==> config.mk <==
export PLATFORM = sky130hd
export DESIGN_NAME = alarm_downcounter
export DESIGN_NICKNAME = d
export VERILOG_FILES = /design/src/rtl/alarm_cnt_pkg.sv /design/src/rtl/seed_store.sv /design/src/rtl/count_core.sv /design/src/rtl/alarm_flag.sv /design/src/rtl/snap_latch.sv /design/src/rtl/alarm_downcounter.sv
export SDC_FILE = /design/constraint.sdc
export NUM_CORES = 1
export LEC_CHECK = 0
export BUFFER_PORTS_ARGS = -buffer_cell sky130_fd_sc_hd__buf_2
export CAP_MARGIN = 20
export CORE_ASPECT_RATIO = 1.2
export CORE_MARGIN = 2
export CORE_UTILIZATION = 45
export CTS_CLUSTER_SIZE = 14
export DETAILED_ROUTE_END_ITERATION = 10
export PLACE_DENSITY = 0.72
export SKIP_LAST_GASP = 1
export SLEW_MARGIN = 20
export SYNTH_ARGS = -nofsm -noshare
export SYNTH_HDL_FRONTEND = slang
export SYNTH_SLANG_ARGS = --single-unit
export TNS_END_PERCENT = 100
==> constraint.sdc <==
create_clock -name clk -period 3.33 [get_ports clk]
set_clock_uncertainty 0.05 [all_clocks]
set_input_delay 0.333 -clock clk [delete_from_list [all_inputs] [get_ports clk]]
set_output_delay 0.333 -clock clk [all_outputs]
set_load 0.05 [all_outputs]
==> src/rtl/alarm_cnt_pkg.sv <==
package alarm_cnt_pkg;

    localparam int CNT_W  = 24;
    localparam int BYTE_W = 8;

    typedef enum logic [1:0] {
        ACT_HOLD = 2'd0,
        ACT_LOAD = 2'd1,
        ACT_DEC  = 2'd2,
        ACT_WRAP = 2'd3
    } cnt_act_e;

    typedef struct packed {
        logic rise;
        logic active;
        logic tick;
        logic at_end;
    } cnt_ctl_t;

    function automatic cnt_act_e pick_action(input cnt_ctl_t c);
        if (c.rise)
            return ACT_LOAD;
        else if (c.active && c.tick && c.at_end)
            return ACT_WRAP;
        else if (c.active && c.tick)
            return ACT_DEC;
        else
            return ACT_HOLD;
    endfunction

    function automatic int byte_count(input int width);
        return (width + BYTE_W - 1) / BYTE_W;
    endfunction

endpackage

==> src/rtl/seed_store.sv <==
module seed_store #(
    parameter int CNT_W = alarm_cnt_pkg::CNT_W,
    parameter int SEL_W = 2
) (
    input  logic             clk,
    input  logic             rst,
    input  logic             wr_i,
    input  logic [SEL_W-1:0] sel_i,
    input  logic [7:0]       wdata_i,
    output logic [CNT_W-1:0] seed_o
);
    import alarm_cnt_pkg::*;

    localparam int NBYTES = byte_count(CNT_W);
    localparam int PAD_W  = NBYTES * BYTE_W;

    logic [PAD_W-1:0] seed_q;

    for (genvar b = 0; b < NBYTES; b++) begin : g_byte
        always_ff @(posedge clk) begin
            if (rst)
                seed_q[b*BYTE_W +: BYTE_W] <= '0;
            else if (wr_i && sel_i == SEL_W'(b))
                seed_q[b*BYTE_W +: BYTE_W] <= wdata_i;
        end
    end

    assign seed_o = seed_q[CNT_W-1:0];

    // without a write strobe the seed holds
    a_r2_seed_holds: assert property (@(posedge clk) disable iff (rst)
        !wr_i |=> $stable(seed_o));

endmodule

==> src/rtl/count_core.sv <==
module count_core #(
    parameter int CNT_W = alarm_cnt_pkg::CNT_W
) (
    input  logic             clk,
    input  logic             rst,
    input  logic             tick_i,
    input  logic             enable_i,
    input  logic [CNT_W-1:0] seed_i,
    output logic [CNT_W-1:0] count_o,
    output logic             terminal_o
);
    import alarm_cnt_pkg::*;

    logic             en_q;
    logic [CNT_W-1:0] cnt_q;
    cnt_ctl_t         ctl;
    cnt_act_e         act;

    always_comb begin
        ctl.rise   = enable_i & ~en_q;
        ctl.active = enable_i & (seed_i != '0);
        ctl.tick   = tick_i;
        ctl.at_end = (cnt_q <= CNT_W'(1));
        act        = pick_action(ctl);
    end

    always_ff @(posedge clk) begin
        if (rst) begin
            en_q  <= 1'b0;
            cnt_q <= '0;
        end else begin
            en_q <= enable_i;
            unique case (act)
                ACT_LOAD: cnt_q <= seed_i;
                ACT_WRAP: cnt_q <= seed_i;
                ACT_DEC:  cnt_q <= cnt_q - CNT_W'(1);
                default:  cnt_q <= cnt_q;
            endcase
        end
    end

    assign count_o    = cnt_q;
    assign terminal_o = (act == ACT_WRAP);

    // an enable rising edge loads the seed
    a_r3_rise_loads: assert property (@(posedge clk) disable iff (rst)
        (enable_i && !en_q) |=> count_o == $past(seed_i));

    // an ordinary tick steps down by one
    a_r4_step_down: assert property (@(posedge clk) disable iff (rst)
        (en_q && enable_i && tick_i && seed_i != '0 && count_o > CNT_W'(1))
        |=> count_o == $past(count_o) - CNT_W'(1));

    // with the enable held low the count is frozen
    a_r6_frozen: assert property (@(posedge clk) disable iff (rst)
        (!enable_i) |=> $stable(count_o));

    // a zero seed never produces a terminal count
    a_r6_zero_seed: assert property (@(posedge clk) disable iff (rst)
        (seed_i == '0) |-> !terminal_o);

endmodule

==> src/rtl/alarm_flag.sv <==
module alarm_flag (
    input  logic clk,
    input  logic rst,
    input  logic set_i,
    input  logic clr_i,
    output logic flag_o
);
    logic flag_q;

    always_ff @(posedge clk) begin
        if (rst)
            flag_q <= 1'b0;
        else if (set_i)
            flag_q <= 1'b1;
        else if (clr_i)
            flag_q <= 1'b0;
    end

    assign flag_o = flag_q;

    // a terminal count always leaves the flag set
    a_r8_set_wins: assert property (@(posedge clk) disable iff (rst)
        set_i |=> flag_o);

    // without a clear the flag never falls
    a_r8_sticky: assert property (@(posedge clk) disable iff (rst)
        (flag_o && !clr_i) |=> flag_o);

endmodule

==> src/rtl/snap_latch.sv <==
module snap_latch #(
    parameter int CNT_W = alarm_cnt_pkg::CNT_W,
    parameter int SEL_W = 2
) (
    input  logic             clk,
    input  logic             rst,
    input  logic             req_i,
    input  logic [SEL_W-1:0] sel_i,
    input  logic [CNT_W-1:0] count_i,
    output logic [CNT_W-1:0] snap_o
);
    logic             take;
    logic [CNT_W-1:0] snap_q;

    assign take = req_i && (sel_i == '0);

    always_ff @(posedge clk) begin
        if (rst)
            snap_q <= '0;
        else if (take)
            snap_q <= count_i;
    end

    assign snap_o = snap_q;

    // a capture holds the pre-edge count
    a_r9_capture: assert property (@(posedge clk) disable iff (rst)
        take |=> snap_o == $past(count_i));

    // other accesses leave the snapshot alone
    a_r9_hold: assert property (@(posedge clk) disable iff (rst)
        !take |=> $stable(snap_o));

endmodule

==> src/rtl/alarm_downcounter.sv <==
module alarm_downcounter #(
    parameter int CNT_W = alarm_cnt_pkg::CNT_W,
    parameter int SEL_W = 2
) (
    input  logic             clk,
    input  logic             rst,
    input  logic             tick_i,
    input  logic             enable_i,
    input  logic             seed_wr_i,
    input  logic [SEL_W-1:0] seed_sel_i,
    input  logic [7:0]       seed_wdata_i,
    input  logic             snap_req_i,
    input  logic [SEL_W-1:0] snap_sel_i,
    input  logic             alarm_clr_i,
    output logic             alarm_o,
    output logic [CNT_W-1:0] count_o,
    output logic [CNT_W-1:0] seed_o,
    output logic [CNT_W-1:0] snap_o
);
    logic [CNT_W-1:0] seed_w;
    logic [CNT_W-1:0] count_w;
    logic             terminal_w;

    seed_store #(.CNT_W(CNT_W), .SEL_W(SEL_W)) u_seed (
        .clk     (clk),
        .rst     (rst),
        .wr_i    (seed_wr_i),
        .sel_i   (seed_sel_i),
        .wdata_i (seed_wdata_i),
        .seed_o  (seed_w)
    );

    count_core #(.CNT_W(CNT_W)) u_core (
        .clk        (clk),
        .rst        (rst),
        .tick_i     (tick_i),
        .enable_i   (enable_i),
        .seed_i     (seed_w),
        .count_o    (count_w),
        .terminal_o (terminal_w)
    );

    alarm_flag u_flag (
        .clk    (clk),
        .rst    (rst),
        .set_i  (terminal_w),
        .clr_i  (alarm_clr_i),
        .flag_o (alarm_o)
    );

    snap_latch #(.CNT_W(CNT_W), .SEL_W(SEL_W)) u_snap (
        .clk     (clk),
        .rst     (rst),
        .req_i   (snap_req_i),
        .sel_i   (snap_sel_i),
        .count_i (count_w),
        .snap_o  (snap_o)
    );

    assign count_o = count_w;
    assign seed_o  = seed_w;

    // a seed write alone never moves the count
    a_r7_write_no_effect: assert property (@(posedge clk) disable iff (rst)
        (seed_wr_i && !tick_i && !enable_i) |=> $stable(count_o));

endmodule

Word level (Yosys, flattened, before mapping)
Cells that the tools add are included.

Register bits after elaboration: 74. Input port bits: 19. Output and inout bits: 73. Word-level logic and storage cells: 35.

Add/sub/neg operators: 1. Magnitude comparators: 1. Eq/ne operators: 5. Muxes and demuxes: 6. Bitwise logic cells: 3. Reduce and logical (&&, ||, !) cells: 12.

Operators with widths (count): $pmux 24 s2 (1); $le 24x1->1 const B (1); $reduce_bool 24->1 (1); $sub 24x1->24 const B (1); $eq 2x2->1 const B (3); $logic_and 1x1->1 (6); $mux 2 (3); $eq 2x1->1 const B (2); $logic_not 2->1 (2); $reduce_bool 2->1 (2); $and 1x1->1 (2); $mux 1 (2); $reduce_or 2->1 (1); $not 1->1 (1).

Logic depth before layout (Yosys ltp)
Gate-level depths: netlist of the first run.

Depth after elaboration: 9. Depth in mapped cells: 9. Mapped depth without buffers: 7.

By module
From an unflattened synthesis of the first run, not the netlist that was laid out.

Cell total of the unflattened synthesis: 426. Area, all modules: 3892.5 um^2.

By module, submodules not included: count_core (instances 1, cells an instance 226, area an instance 1749.2 um^2, seq. area each 500.5 um^2); snap_latch (instances 1, cells an instance 105, area an instance 1104.8 um^2, seq. area each 480.5 um^2); seed_store (instances 1, cells an instance 91, area an instance 999.7 um^2, seq. area each 480.5 um^2); alarm_flag (instances 1, cells an instance 4, area an instance 38.8 um^2, seq. area each 20.0 um^2).

Worst setup path after synthesis of the first run
No wires, ideal clock.

Path type: register to register. Start: register u_core.cnt_q[0] (netlist: u_core.count_o[0]). End: register u_core.cnt_q[10] (netlist: u_core.count_o[10]). Setup time: 0.136 ns. Arrival: 2.229 ns. Data required time: 3.144 ns. Slack: 0.915 ns. Cell stages (with the launch flop): 10. Path buffers: 2. Period minus slack after synthesis: 2.415 ns. Cells stage by stage: dfxtp_1 > inv_1 > ha_1 > clkbuf_1 > o2111ai_2 > o21ai_2 > nor2_2 > buf_6 > mux2i_1 > o32ai_1.

Longest elaborated chain between the ends: 7. Elaborated cells on any way between the ends: 11. Those cells by class: 1 x add/sub; 1 x order compare; 3 x eq/ne; 3 x mux; 3 x reduce/logical.

Ends and longest elaborated chain: from (decl) (line count_core.sv:15) `logic [CNT_W-1:0] cnt_q;`; from (signal assigned) (line count_core.sv:34) `ACT_LOAD: cnt_q <= seed_i;`; from (signal assigned) (line count_core.sv:35) `ACT_WRAP: cnt_q <= seed_i;`; from (signal assigned) (line count_core.sv:36) `ACT_DEC: cnt_q <= cnt_q - CNT_W'(1);`; $le 24x1->1 (line count_core.sv:23) `ctl.at_end = (cnt_q <= CNT_W'(1));`; $logic_and 1x1->1 (line alarm_cnt_pkg.sv:23) `else if (c.active && c.tick && c.at_end)`; $mux 2 (line alarm_cnt_pkg.sv:23); $mux 2 (line alarm_cnt_pkg.sv:21) `if (c.rise)`; $eq 2x2->1 / $eq 2x1->1 (equally long branches) (line count_core.sv:33) `unique case (act)`; $reduce_or 2->1 (no line); $pmux 24 s2 / $reduce_bool 2->1 (equally long branches).

Parallel ways exist; a longest one is shown, timed or not. A chain may end at the register's enable or synchronous reset.

Worst setup path in the final report of the first run
Start: register u_core.cnt_q[0] (netlist: u_core.count_o[0]). End: register u_core.cnt_q[15] (netlist: u_core.count_o[15]).

The elaborated chain is that of the path after synthesis.

==> results of run 1 <==
-- logic make-up (layout without fill, tap and decap cells) --
family | Yosys count | in the layout | share of synthesized area
mux | 31 | 31 | 0.0887
flops | 74 | 74 | 0.424
buf+inv | 44 | 130 | 0.0540
fa+ha+maj | 2 | 2 | 0.00715
compound gates | 107 | 107 | 0.201
simple gates | 160 | 160 | 0.220
xor+xnor | 2 | 2 | 0.00501
-- stage by stage --
stage / power [uW] / instances / util
after global routing: 2250 / 598 / 0.548
final: 2140 / 598 / 0.548
after detailed placement: 1460 / 582 / 0.523
after CTS: 2150 / 598 / 0.548
after floorplan: 1330 / 420 / -
after global placement: 1460 / 582 / 0.523
-- sequential cells by signal (all words and copies together), names as in the netlist --
register        count
u_core.count_o     24
u_core.en_q         1
u_flag.flag_o       1
u_seed.seed_o      24
u_snap.snap_o      24
-- cell type report --
type                    instances  area, um2
fillers                       730       3440
multi-input cells             302       1830
flip-flops and latches         74       1480
repair buffers                 96        493
clock buffers                  11        141
well taps                      92        115
inverters                      18       67.6
clock inverters                 5       53.8
-- path summary, 6_finish.rpt --
check	cells past startpoint	end	slack, ns	start
setup / recovery	8	u_core.count_o[15]$_SDFFE_PP0P_	0.74	u_core.count_o[0]$_SDFFE_PP0P_
hold / removal	2	u_core.en_q$_SDFF_PP0_	0.20	enable_i
setup reg to reg	8	u_core.count_o[15]$_SDFFE_PP0P_	0.74	u_core.count_o[0]$_SDFFE_PP0P_
hold reg to reg	2	u_snap.snap_o[15]$_SDFFE_PP0P_	0.40	u_snap.snap_o[15]$_SDFFE_PP0P_
-- per-layer routing --
metal	up-vias	wire, um
met4	0	178
met1	1626	4430
met5	-	0
met2	142	4970
li1	1673	-
met3	16	649
-- layout by cell type (no fill, tap or decap), drive strengths merged, types with 3 or more instances in the layout --
cell,count
o221ai,5
clkinv,4
or3,5
nand3,6
nor2,46
mux2i,31
a21boi,3
nand2,62
nand4,5
a22oi,3
buf,96
nor4,12
a21oi,50
o211ai,3
dfxtp,74
nor3,8
o21a,4
o21ai,8
inv,18
clkbuf,11
o32ai,11
or4,3
o31ai,5
and2,3
-- power by group through the flow --
stage / clock [uW] / sequential, uW / combinational, uW
global placement: 0 / 971 / 488
detailed placement: 0 / 973 / 488
global route: 751 / 957 / 539
CTS: 708 / 952 / 492
floorplan: 0 / 1050 / 288
finish: 696 / 953 / 496
==> qor.csv, run 1 <==
metric,value,unit
number of I/O pins,92,
final count of hold timing violations,0,
mean cell area of the mapped netlist,8.33,um2
achievable clock frequency,386,MHz
ant diodes,0,
largest net degree at the start of global routing,51,
most common cell in the netlist,sky130_fd_sc_hd__dfxtp_1,
count of input and output buffers,91,
H-tree depth,3,
Setup Viol. Count Final,0,
post-synth cell types,54,
Crit Path Max Fanout,14,
"FF+latch count, synth",74,
tightest slew margin relative to the limit,0.445,
commonest cells in the netlist,"sky130_fd_sc_hd__dfxtp_1, sky130_fd_sc_hd__nand2_1, sky130_fd_sc_hd__a21oi_1, sky130_fd_sc_hd__nor2_1, sky130_fd_sc_hd__mux2i_1",
clock tree from TritonCTS,built,
unrepaired setup endpoints after global routing,false,
internal power,1430,uW
count of hold-fix buffers inserted at cts,0,
pin slew with the least headroom to its limit,0.833,ns
area fraction of the dominant cell type after synthesis,0.424,
area of the mapped netlist,3500,um2
share of total power in the clock network,0.324,
Synth async-reset ratio,0,
post-route antenna net violation count,0,
Hold Slack,0.200,ns
GR Util met3,0.0434,
buffer depth of the longest clock path,2,
number of sinks driven by the clock tree,74,
drt first-iter violations,363,
path type of the worst min-delay path,input port to flop,
Initial DRT Pass Iterations,5,
layer carrying the most global-route usage,met2,
GRT Util Overall,0.242,
critical path capture point type,flop,
number of synthesized flops with an enable pin,0,
clock period minus final worst setup slack,2.59,ns
Final Cycle Share,0.779,
clock root cell,sky130_fd_sc_hd__clkbuf_8,
leakage power,0.00185,uW
per-cell via count in the routed design,5.78,
power per cell area,513,nW/um2
met2 routing resource usage after global routing,0.400,
switching power share of the total,0.334,
setup repair bufs after CTS,0,
minimum setup slack after placement,0.812,ns
smallest setup slack after layout,0.737,ns
Skew-Pair Late Insertion Delay,0.36,ns
via count,3457,
type of element launching the critical path,flop,
Sum Neg Setup Slack,0,ns
Starting Density,0.459,
area of all placed cells without fillers,4180,um2
number of antenna violations at the first check in global routing,0,
Switch Pwr,716,uW
total number of placement rows,35,
CP peak stage delay,0.48,ns
post-synthesis sequential area ratio,0.424,
global-route met1 utilization,0.318,
Final Net Count,522,
prevailing post-synth register cell,sky130_fd_sc_hd__dfxtp_1,
cell-by-cell listing of the critical path,inv_1 > ha_1 > o2111ai_2 > o21ai_2 > nor2_2 > buf_4 > mux2i_1 > o32ai_1,
total DRC errors in the routed layout,0,
standard cell with the maximum stage delay on the critical path,sky130_fd_sc_hd__dfxtp_1,
worst path buffer plus inverter count,2,
post-detail-place hpwl,7.38,mm
clock slew at the register clock pins of the worst setup and hold paths,0.08,ns
number of global-route vias before repair,3152,
largest cells by area after synthesis,"sky130_fd_sc_hd__dfxtp_1, sky130_fd_sc_hd__mux2i_1, sky130_fd_sc_hd__a21oi_1, sky130_fd_sc_hd__nand2_1, sky130_fd_sc_hd__nor2_1",
"Cell Area, Placed",3980,um2
grt total ovfl,0,
Avg WL per Cell,17.1,um
area of the die,8500,um2
Area growth syn-to-layout,19.5,%
family with the most delay on the worst path,compound AO/OA/AOI/OAI gates,
number of instances resized during post-cts repair,0,
die extent in x,84.5,um
data arrival time of the critical path,2.75,ns
share of cells above drive strength 1,0.239,
core outline area,7620,um2
post-synth top area cell,sky130_fd_sc_hd__dfxtp_1,
number of buffers added by the clock tree synthesis step,9,
max-cap violations,0,
run status,"complete, no violations",
wire length reported by the detailed router,10.2,mm
gate count of the mapped netlist,420,
Comb power frac,0.231,
Post-Syn Nets,441,
wire length of the first global-routing pass,16.4,mm
proportion of power drawn by flip-flops and latches,0.444,
Worst Path Required,3.49,ns
routability congestion estimate from global placement,0.941,
Yosys warning count,0,
die height,101,um
number of max-slew violations in the final report,0,
Peak VDD IR,0.372,mV
Setup Crit Path Kind,flop to flop,
Power figures use the tool's default switching activity.
==> inputs of run 2 (changes only) <==
--- a/config.mk
+++ b/config.mk
@@ -12,7 +12,7 @@
 export CORE_UTILIZATION = 45
 export CTS_CLUSTER_SIZE = 14
 export DETAILED_ROUTE_END_ITERATION = 10
-export PLACE_DENSITY = 0.72
+export PLACE_DENSITY = 0.75
 export SKIP_LAST_GASP = 1
 export SLEW_MARGIN = 20
 export SYNTH_ARGS = -nofsm -noshare
==> constraint.sdc (replaced) <==
create_clock -name clk -period 2.3 [get_ports clk]
set_clock_uncertainty 0.05 [all_clocks]
set_input_delay 0.23 -clock clk [delete_from_list [all_inputs] [get_ports clk]]
set_output_delay 0.23 -clock clk [all_outputs]
set_load 0.05 [all_outputs]
==> run 2 against run 1 <==
Wire length is 3.7% higher; non-clock buffer count is 35 higher; hold slack worse by 0.098 ns; critical path type unchanged; sequential share of layout area is 2.8 points lower.
==> qor.csv, run 2 (synthesis results as in run 1) <==
metric,value,unit,change
per-cell via count in the routed design,5.67,,-1.9%
HP Start,enable_i,,
FF-to-FF End,u_core.count_o[12]$_SDFFE_PP0P_,,
number of buffers added by the clock tree synthesis step,9,,unchanged
wire length reported by the detailed router,10.6,mm,+3.7%
final count of hold timing violations,0,,unchanged
total power,3450,uW,+61%
Worst Hold End,u_core.en_q$_SDFF_PP0_,,
tightest slew margin relative to the limit,0.475,,+0.0303
share of cells above drive strength 1,0.296,,+0.0566
via count,3590,,+3.8%
internal power,2380,uW,+67%
"commonest cells after routing, fill and taps aside","sky130_fd_sc_hd__buf_2, sky130_fd_sc_hd__dfxtp_1, sky130_fd_sc_hd__nand2_1",,
post-route antenna net violation count,0,,unchanged
share of total power in the clock network,0.364,,+0.040
routability congestion estimate from global placement,0.921,,-2.1%
total DRC errors in the routed layout,0,,unchanged
count of hold-fix buffers inserted at cts,0,,unchanged
run status,"complete, no violations",,
critical path capture point type,flop,,
type of element launching the critical path,flop,,
grt total ovfl,0,,unchanged
switching power share of the total,0.309,,-0.0249
Comb power frac,0.242,,+0.011
achievable clock frequency,455,MHz,+18%
H-tree depth,3,,unchanged
Final Net Count,557,,+6.7%
Starting Density,0.459,,unchanged
Crit Path Max Fanout,24,,+10
proportion of power drawn by flip-flops and latches,0.394,,-0.050
"Cell Area, Placed",4260,um2,+6.8%
clock slew at the register clock pins of the worst setup and hold paths,0.07,ns,about the same
Setup Crit Path Kind,flop to flop,,
Final Cycle Share,0.956,,+0.177
path type of the worst min-delay path,input port to flop,,
area of all placed cells without fillers,4550,um2,+8.8%
worst r2r src,u_core.count_o[7]$_SDFFE_PP0P_,,
wire length of the first global-routing pass,17.3,mm,+5.9%
number of global-route vias before repair,3396,,+7.7%
largest net degree at the start of global routing,52,,+2.0%
power per cell area,758,nW/um2,+48%
drt first-iter violations,281,,-23%
Peak VDD IR,0.480,mV,+29%
core outline area,7620,um2,unchanged
post-detail-place hpwl,7.74,mm,+4.9%
"commonest non-fill, non-tap cell in the layout",sky130_fd_sc_hd__buf_2,,
ant diodes,0,,unchanged
unrepaired setup endpoints after global routing,true,,
Initial DRT Pass Iterations,5,,unchanged
Worst Path Required,2.47,ns,-1.02 ns
data arrival time of the critical path,2.37,ns,-0.38 ns
Avg WL per Cell,16.7,um,-2.1%
clock tree from TritonCTS,built,,
Skew-Pair Late Insertion Delay,0.35,ns,about the same
Worst Hold Path Cells,2,,unchanged
number of antenna violations at the first check in global routing,0,,unchanged
die height,101,um,unchanged
GRT Util Overall,0.253,,+0.0116
pin slew with the least headroom to its limit,0.786,ns,-0.0474 ns
Worst R2R Setup Slack,0.10,ns,-0.64 ns
total number of placement rows,35,,unchanged
number of max-slew violations in the final report,0,,unchanged
Switch Pwr,1060,uW,+49%
count of input and output buffers,91,,unchanged
clock period minus final worst setup slack,2.20,ns,-0.395 ns
Setup Viol. Count Final,0,,unchanged
max-cap violations,0,,unchanged
die extent in x,84.5,um,unchanged
depth of the worst register-to-register path,6,,-2
Area growth syn-to-layout,30.1,%,
area of the die,8500,um2,unchanged
clock root cell,sky130_fd_sc_hd__clkbuf_8,,
buffer depth of the longest clock path,2,,unchanged
number of I/O pins,92,,unchanged
Hold Slack,0.102,ns,-0.0981 ns
number of sinks driven by the clock tree,74,,unchanged
leakage power,0.00208,uW,+12%
-- run 2: cell types whose count changed in the layout (fill, tap and decap cells not counted), moves of 2 or more --
cell,previous run,this run
sky130_fd_sc_hd__dfxtp_2,0,2
sky130_fd_sc_hd__bufinv_16,1,3
sky130_fd_sc_hd__buf_4,5,37
sky130_fd_sc_hd__buf_12,0,3
sky130_fd_sc_hd__dfxtp_1,74,72
-- run 2: worst max-delay path by stage --
stage / startpoint / cells after the start / end / slack [ns]
2_1_floorplan: u_core.count_o[10]$_SDFFE_PP0P_ / 8 / u_core.count_o[20]$_SDFFE_PP0P_ / 0.1
3_3_place_gp: u_core.count_o[2]$_SDFFE_PP0P_ / 8 / u_core.count_o[2]$_SDFFE_PP0P_ / 0.04
3_5_place_dp: u_core.count_o[7]$_SDFFE_PP0P_ / 6 / u_core.count_o[12]$_SDFFE_PP0P_ / -0.06
4_1_cts: u_core.count_o[3]$_SDFFE_PP0P_ / 8 / u_core.count_o[12]$_SDFFE_PP0P_ / 0.007
5_1_grt: u_core.count_o[7]$_SDFFE_PP0P_ / 6 / u_core.count_o[12]$_SDFFE_PP0P_ / -0.05
6_report: u_core.count_o[7]$_SDFFE_PP0P_ / 6 / u_core.count_o[12]$_SDFFE_PP0P_ / 0.10
-- run 2: critical path: stages (launching register included) --
cell                      delay (ns)
sky130_fd_sc_hd__dfxtp_1        0.40
sky130_fd_sc_hd__nor4_4         0.46
sky130_fd_sc_hd__nand4_1        0.28
sky130_fd_sc_hd__o21ai_2        0.27
sky130_fd_sc_hd__nor2_4         0.17
sky130_fd_sc_hd__a41oi_1        0.30
sky130_fd_sc_hd__o32ai_1        0.13
-- run 2: stage by stage --
stage,std cells,worst slack (ns),utilization,setup TNS [ns]
floorplan,420,0.0960,-,0
global placement,613,0.0354,0.559,0
detailed placement,613,-0.0613,0.559,-0.253
CTS,629,0.00715,0.592,0
global route,633,-0.0539,0.597,-0.120
finish,633,0.102,0.597,0
-- run 2: per-layer routing --
layer  global-route usage  part of all wire  wire, um  vias to the layer above
met1                0.334              0.43      4610                     1682
li1                     -                 -         -                     1738
met4                0.111             0.024       259                        0
met5                    0                 0         0                        -
met3               0.0483             0.066       699                       22
met2                0.406              0.47      5030                      148
-- run 2: layout make-up --
cell class	instances	area, um2
Tap cell	92	115
Clock inverter	5	100
Clock buffer	11	151
Inverter	18	67.6
Fill cell	714	3070
Sequential cell	74	1480
Multi-Input combinational cell	302	1840
Timing Repair Buffer	131	793
-- run 2: power by group through the flow --
stage               sequential (uW)  combinational, uW  clock, uW
floorplan                      1520                418          0
global placement               1380                786          0
detailed placement             1390                799          0
CTS                            1360                806       1280
global route                   1360                902       1330
finish                         1360                835       1260
-- run 2: timing repair --
item,in CTS,in global routing
endpoints found under the setup margin,11,13
buffers inserted,0,4
pin swaps,1,2
gates resized for setup,1,1
==> inputs of run 3 (changes only) <==
--- a/config.mk
+++ b/config.mk
@@ -12,7 +12,7 @@
 export CORE_UTILIZATION = 45
 export CTS_CLUSTER_SIZE = 14
 export DETAILED_ROUTE_END_ITERATION = 10
-export PLACE_DENSITY = 0.75
+export PLACE_DENSITY = 0.71
 export SKIP_LAST_GASP = 1
 export SLEW_MARGIN = 20
 export SYNTH_ARGS = -nofsm -noshare
==> run 3 against run 2 <==
Largest cell class unchanged; hold slack gained 0.0070 ns; register-to-register slack worse by 0.03 ns; highest routed layer unchanged; sequential cell count stayed put.
==> qor.csv, run 3 (synthesis results as in run 1) <==
metric,value,unit,change
number of inserted filler cells in the final layout,746,,+4.5%
number of sinks driven by the clock tree,74,,unchanged
share of the core filled with cells in the final layout,0.587,,-0.0100
Skew-Pair Late Insertion Delay,0.35,ns,about the same
clock period minus final worst setup slack,2.23,ns,+0.0284 ns
Seq. cell area,1480,um2,unchanged
Worst Path Required,2.46,ns,about the same
pin slew with the least headroom to its limit,0.787,ns,+0.00109 ns
ant diodes,0,,unchanged
per-cell via count in the routed design,5.80,,+2.3%
count of input and output buffers,91,,unchanged
Avg WL per Cell,17.3,um,+3.5%
Final Cycle Share,0.968,,+0.0123
Starting Density,0.459,,unchanged
clock slew at the register clock pins of the worst setup and hold paths,0.07,ns,about the same
power per cell area,688,nW/um2,-9.3%
area taken by multi-input logic gates,1850,um2,+0.75%
total power,3080,uW,-11%
Crit Path Max Fanout,12,,-50%
dpl cells,615,,+0.33%
share of cells above drive strength 1,0.298,,+0.00205
number of antenna violations at the first check in global routing,0,,unchanged
total DRC errors in the routed layout,0,,unchanged
worst path buffer plus inverter count,1,,+1
Setup Viol. Count Final,0,,unchanged
tightest slew margin relative to the limit,0.474,,-0.000727
family with the most delay on the worst path,simple AND/OR/NAND/NOR gates,,
max-cap violations,0,,unchanged
post-detail-place hpwl,7.94,mm,+2.6%
buffer depth of the longest clock path,2,,unchanged
final non-filler cell total,636,,+0.47%
routability congestion estimate from global placement,0.882,,-4.3%
"Cell Area, Placed",4260,um2,about the same
standard cell with the maximum stage delay on the critical path,sky130_fd_sc_hd__nor4_4,,
Final Net Count,561,,+0.72%
wire length reported by the detailed router,11.0,mm,+4.0%
"commonest cells after routing, fill and taps aside","sky130_fd_sc_hd__buf_2, sky130_fd_sc_hd__dfxtp_1, sky130_fd_sc_hd__nand2_1",,
number of I/O pins,92,,unchanged
Setup Crit Path Kind,flop to flop,,
die extent in x,84.5,um,unchanged
"commonest non-fill, non-tap cell in the layout",sky130_fd_sc_hd__buf_2,,
achievable clock frequency,449,MHz,-1.3%
clock root cell,sky130_fd_sc_hd__clkbuf_8,,
Peak VDD IR,0.429,mV,-11%
path type of the worst min-delay path,input port to flop,,
post-route antenna net violation count,0,,unchanged
area of all placed cells without fillers,4470,um2,-1.7%
GRT Util Overall,0.260,,+0.00715
largest net degree at the start of global routing,46,,-12%
number of global-route vias before repair,3409,,+0.38%
Initial DRT Pass Iterations,5,,unchanged
clock tree from TritonCTS,built,,
H-tree depth,3,,unchanged
type of element launching the critical path,flop,,
area of the die,8500,um2,unchanged
total number of placement rows,35,,unchanged
critical path capture point type,flop,,
final count of hold timing violations,0,,unchanged
drt first-iter violations,393,,+40%
grt total ovfl,0,,unchanged
number of buffers added by the clock tree synthesis step,9,,unchanged
Area growth syn-to-layout,27.9,%,
via count,3689,,+2.8%
number of max-slew violations in the final report,0,,unchanged
wire length of the first global-routing pass,17.5,mm,+0.72%
CP peak stage delay,0.47,ns,about the same
data arrival time of the critical path,2.39,ns,+0.02 ns
run status,"complete, no violations",,
cell-by-cell listing of the critical path,nor4_4 > nand4_1 > buf_4 > o21ai_2 > nor2_2 > a222oi_1 > nor2_1,,
die height,101,um,unchanged
leakage power,0.00205,uW,-1.5%
core outline area,7620,um2,unchanged
run 3: cell count changes in the layout (fill, tap and decap cells not counted), moves of 2 or more:
cell,delta
sky130_fd_sc_hd__clkbuf_8,-2
sky130_fd_sc_hd__bufinv_16,-3
sky130_fd_sc_hd__buf_4,+4
sky130_fd_sc_hd__clkinv_2,+2
sky130_fd_sc_hd__clkbuf_1,+2
run 3: worst reg2reg max path: cells and delay by family (launching register included):
kind	cells	cell delay [ns]
simple gates	4	0.89
compound gates	2	0.57
flops	1	0.40
buf+inv	1	0.19
run 3: cell type report:
type | count | area share
Timing Repair Buffer | 134 | 0.180
Sequential cell | 74 | 0.332
Inverter | 18 | 0.0151
Multi-Input combinational cell | 303 | 0.414
Clock inverter | 4 | 0.00448
Clock buffer | 11 | 0.0294
Tap cell | 92 | 0.0257
run 3: final timing paths:
| kind | start | endpoint | slack [ns] | cells after the start |
|---|---|---|---|---|
| worst max-delay path | u_core.count_o[7]$_SDFFE_PP0P_ | u_core.count_o[20]$_SDFFE_PP0P_ | 0.07 | 7 |
| worst min-delay path | seed_wdata_i[7] | u_seed.seed_o[23]$_SDFFE_PP0P_ | 0.11 | 3 |
| worst max register to register | u_core.count_o[7]$_SDFFE_PP0P_ | u_core.count_o[20]$_SDFFE_PP0P_ | 0.07 | 7 |
| worst min register to register | u_snap.snap_o[7]$_SDFFE_PP0P_ | u_snap.snap_o[7]$_SDFFE_PP0P_ | 0.40 | 2 |
run 3: timing repair:
item,4_1_cts,5_1_grt
setup endpoints to repair,17,13
setup buffers,0,5
pin swaps,0,4
hold buffers,0,0
gates cloned,0,1
resized for setup,2,2
run 3: report_power, final:
part           switching, uW  leakage, uW  internal, uW
clock                    466    0.0000827           379
sequential              40.3     0.000600          1320
combinational            562      0.00136           310
run 3: per-stage QoR:
| stage | setup TNS (ns) | worst slack, ns | hold WS (ns) |
|---|---|---|---|
| after detailed placement | -2.07 | -0.168 | 0.393 |
| after CTS | 0 | 0.0574 | 0.101 |
| after global placement | -1.15 | -0.112 | 0.388 |
| after floorplan | 0 | 0.0960 | 0.308 |
| after global routing | -0.0108 | -0.0108 | 0.118 |
| final | 0 | 0.0735 | 0.109 |
run 3: per-layer routing:
metal | vias to the layer above | global-route usage | share of wire
li1 | 1758 | - | -
met1 | 1752 | 0.341 | 0.42
met2 | 159 | 0.427 | 0.49
met3 | 20 | 0.0631 | 0.073
met4 | 0 | 0.0818 | 0.014
met5 | - | 0 | 0
